**config.mk**
```make
export PLATFORM = sky130hd
export DESIGN_NAME = frac_rate_counter
export DESIGN_NICKNAME = d
export VERILOG_FILES = /design/src/rtl/frac_rate_counter.sv
export SDC_FILE = /design/constraint.sdc
export NUM_CORES = 1
export LEC_CHECK = 0
export BUFFER_PORTS_ARGS = -buffer_cell sky130_fd_sc_hd__buf_2
export CAP_MARGIN = 20
export CORE_AREA = 3 3 171 173
export CTS_CLUSTER_DIAMETER = 100
export DETAILED_ROUTE_END_ITERATION = 8
export DIE_AREA = 0 0 174 176
export PLACE_DENSITY_LB_ADDON = 0.1
export SLEW_MARGIN = 20
export SYNTH_ARGS = -nofsm -noshare
export SYNTH_HDL_FRONTEND = slang
export SYNTH_SLANG_ARGS = --single-unit
```
**constraint.sdc**
```tcl
create_clock -name clk -period 10.25 [get_ports clk]
set_input_delay 1.5375 -clock clk [delete_from_list [all_inputs] [get_ports clk]]
set_output_delay 1.5375 -clock clk [all_outputs]
set_load 0.03 [all_outputs]
```
**src/rtl/frac_rate_counter.sv**
```systemverilog
module frac_rate_counter #(
  parameter int CNT_W     = 64,
  parameter int RATIO_W   = 12,
  parameter int ADDR_W    = 8,
  parameter logic [ADDR_W-1:0] NUM_ADDR = 8'h10,
  parameter logic [ADDR_W-1:0] DEN_ADDR = 8'h14,
  parameter int RST_NUM   = 4,
  parameter int RST_DEN   = 25,
  parameter int TICK_STEP = 375
) (
  input  logic              clk,
  input  logic              rst_n,
  input  logic              reg_wr,
  input  logic [ADDR_W-1:0] reg_addr,
  input  logic [31:0]       reg_wdata,
  output logic [31:0]       reg_rdata,
  input  logic              coarse_tick,
  output logic [CNT_W-1:0]  count
);

  localparam logic [CNT_W-1:0] STEP = CNT_W'(TICK_STEP);

  logic [31:0]        num_r, den_r;
  logic [RATIO_W-1:0] acc;
  logic [CNT_W-1:0]   coarse_base;

  wire [RATIO_W-1:0] num_f = num_r[RATIO_W-1:0];
  wire [RATIO_W-1:0] den_f = den_r[RATIO_W-1:0];
  wire               wr_num = reg_wr && reg_addr == NUM_ADDR;
  wire               wr_den = reg_wr && reg_addr == DEN_ADDR;
  wire               ratio_wr = wr_num || wr_den;
  wire [RATIO_W:0]   sum = {1'b0, acc} + {1'b0, num_f};
  wire               hit = sum >= {1'b0, den_f};
  wire [RATIO_W:0]   wrapped = sum - {1'b0, den_f};
  wire [RATIO_W-1:0] acc_next = hit ? wrapped[RATIO_W-1:0] : sum[RATIO_W-1:0];
  wire [CNT_W-1:0]   coarse_next = coarse_base + STEP;

  assign reg_rdata = (reg_addr == NUM_ADDR) ? num_r :
                     (reg_addr == DEN_ADDR) ? den_r : 32'h0;

  always_ff @(posedge clk or negedge rst_n) begin
    if (!rst_n) begin
      num_r <= 32'(RST_NUM);
      den_r <= 32'(RST_DEN);
    end else begin
      if (wr_num) num_r <= reg_wdata;
      if (wr_den) den_r <= reg_wdata;
    end
  end

  always_ff @(posedge clk or negedge rst_n) begin
    if (!rst_n) begin
      acc         <= '0;
      count       <= '0;
      coarse_base <= '0;
    end else if (coarse_tick) begin
      acc         <= '0;
      coarse_base <= coarse_next;
      count       <= coarse_next;
    end else if (ratio_wr) begin
      acc <= '0;
    end else begin
      acc <= acc_next;
      if (hit) count <= count + 1'b1;
    end
  end

endmodule


```
==> impl_metrics.yaml <==
outcome:
  status: "finished clean"
drt:
  vias: 10157
  dr.first_iter.drc_count: 614
  firstDrtPassIters: 6
  ant_nets: 0
  drcViolationCount: 0
  routedWlPerCell_um: 18.14
  routed_via_density: 5.646
  routed_wl_um: 32640
synth:
  syn-num-nets: 1374
  ys_types: 71
  synth_async_sr_flop_share: 1.000
  synth-edff-count: 0
  postSynthCellCount: 1302
  yosysSeqAreaShare: 0.4095
  synth_ff_type: "dfrtp_1"
  synth-seq-cells: 204
  synth_warnings: 0
  avgSynthCellArea_um2: 9.583
  synth_area_um2: 12480
placement:
  gp_congestion: 0.8022
  dp_hpwl_um: 23170
  postPlaceCellArea_um2: 13410
  io_buffers: 139
setup_path:
  reg2reg_slack_ns: 5.55
  cp-end-kind: "flip-flop"
  crit_arrival_ns: 5.07
  r2r-end: "count[1]"
  reg2regPathDepth: 16
  rr_startpoint: "num_r[0]"
  cp.required_ns: 10.62
  cp_max_fo: 58
  cp-start-kind: "flip-flop"
  crit_type: "reg -> reg"
cts:
  clk_latency_ns: 0.52
  cts_root_buffer: "clkbuf_16"
  ctsResizeCount: 0
  numCtsBuffers: 25
  cts_tree: "built"
  clk_pin_slew_worst_paths_ns: 0.06
  cts_buffer_depth: 3
  htreeDepth: 1
  numClockSinks: 204
  ctsHoldBuffers: 0
  cts_setup_buffers: 0
die:
  boundaryPins: 140
  start_util: 0.4491
  design.core.area_um2: 27780
  dieWidth_um: 174
  die-area_um2: 30620
  core.rowCount: 61
  die_h_um: 176
timing:
  fmaxAchievable_mhz: 213.0
  period_share: 0.4581
  rsz0062_at_grt: "false"
  tightest_slew_ns: 1.058
  max_slew_margin: 0.2946
  setup_violations: 0
  fin_skew_ns: 0.009805
  period_minus_slack_ns: 4.695
  holdWs_ns: 0.4782
  maxSlewViolCount: 0
  tns_ns: 0
  hold_violations: 0
finish:
  final_common_cell: "dfrtp_1"
  finalNetCount: 1474
  antenna_cells: 0
  drive_above_1_share: 0.2111
  syn2layout_area_growth_pct: 14.49
  design_area_um2: 14290
  final_cell_mix: "200 x dfrtp_1, 137 x buf_2, 133 x nand2_1"
global_route:
  grt_usage: 0.2115
  gr-total-overflow: 0
  grt_max_degree: 87
  grt_pass1_wl_um: 53930
  antenna_found_initial: 0
  first_global_vias: 10010
power_and_ir_drop:
  p_leak_nw: 6.214
  power_density_nw_per_um2: 200.9
  irDropWorstVdd_mv: 0.1262
flow_run:
  maxCapViolCount: 0
min_path:
  hold_class: "reg -> reg"
  hold_path.startpoint: "coarse_base[33]"
  holdPathStages: 1
  whs_endpoint: "coarse_base[33]"
## cells in the mapped netlist, types with 7 or more instances
master / n / area (um2)
dfrtp_1: 200 / 5005
nand2_1: 135 / 506.7
nor2_1: 97 / 364.1
xnor2_1: 88 / 770.7
mux2_2: 64 / 720.7
nand3_1: 64 / 320.3
o31a_1: 51 / 446.7
xor2_1: 47 / 411.6
clkbuf_1: 40 / 150.1
mux2i_1: 37 / 370.4
nor3_1: 35 / 175.2
inv_1: 33 / 123.9
nand4_1: 31 / 193.9
nor4_1: 31 / 193.9
o21ai_0: 31 / 155.2
ha_1: 26 / 325.3
a31oi_1: 25 / 156.4
a21oi_1: 23 / 115.1
and3_1: 22 / 137.6
or3_1: 21 / 131.4
buf_2: 20 / 100.1
or4_1: 17 / 127.6
o211ai_1: 16 / 120.1
and4_1: 12 / 105.1
o21a_1: 12 / 90.09
o31ai_1: 11 / 82.58
buf_1: 9 / 33.78
a211oi_1: 8 / 60.06
and2_1: 8 / 50.05
nor4_2: 8 / 100.1
nand2b_1: 7 / 43.79
## cell type report
type,count,area [um2]
Fill cell,2688,13500
Multi-Input combinational cell,990,6934
Sequential cell,204,5110
Timing Repair Buffer,148,774.5
Clock buffer,37,740.7
Tap cell,378,473.0
Clock inverter,9,128.9
Inverter,33,123.9
## critical path: stages (launching register included)
cell	delay (ns)
dfrtp_1	0.39
ha_1	0.24
fa_1	0.43
a211oi_1	0.33
o21ai_1	0.17
a21oi_1	0.23
a21oi_1	0.11
xor2_1	0.17
ha_1	0.33
a21oi_1	0.12
o21ai_0	0.11
nor2_1	0.12
o21ai_2	0.13
a31oi_4	0.65
buf_4	0.61
mux2i_1	0.27
o21ai_1	0.07
## logic make-up (layout without fill, tap and decap cells)
logic type               after synthesis  in the layout  share of synthesized area
AND/OR/NAND/NOR                      520            520                     0.2233
AO/OA/AOI/OAI                        206            206                     0.1193
flip-flops                           204            204                     0.4095
XOR/XNOR                             135            135                    0.09477
buffers and inverters                108            227                    0.03630
multiplexers                         101            101                    0.08745
adder cells (fa/ha/maj)               28             28                    0.02928
## metal layers
layer / vias to the layer above / part of all wire / GRT usage
met5: - / 0 / 0
li1: 4913 / - / -
met2: 227 / 0.46 / 0.3530
met3: 41 / 0.044 / 0.02624
met1: 4976 / 0.47 / 0.2966
met4: 0 / 0.019 / 0.04692
## flip-flops by register name, summed over array words and instances, names as in the netlist
name	flops
coarse_base	64
count	64
acc	12
num_r	32
den_r	32
## through the flow
step | std cells | util | worst slack [ns] | power (mW)
6_report | 1799 | 0.5142 | 5.555 | 2.870
5_1_grt | 1799 | 0.5142 | 5.057 | 3.056
4_1_cts | 1799 | 0.5141 | 5.333 | 2.908
3_5_place_dp | 1753 | 0.4828 | 5.334 | 1.968
3_3_place_gp | 1753 | 0.4828 | 5.307 | 1.954
2_1_floorplan | 1302 | - | 5.921 | 1.736
## worst max-delay path by stage
stage                      from             to  cells after the start
global route           num_r[0]       count[1]                     16
detailed placement  reg_addr[5]  reg_rdata[12]                      5
CTS                 reg_addr[5]  reg_rdata[12]                      5
floorplan           reg_addr[2]  reg_rdata[10]                      4
global placement    reg_addr[5]  reg_rdata[30]                      5
finish                 num_r[0]       count[1]                     16
## report_power, final
part / switching, mW / internal, mW / total, mW
Sequential: 0.126 / 0.906 / 1.03
Clock: 0.347 / 0.575 / 0.922
Combinational: 0.593 / 0.324 / 0.917
Total: 1.07 / 1.80 / 2.87
Power figures use the tool's default switching activity.
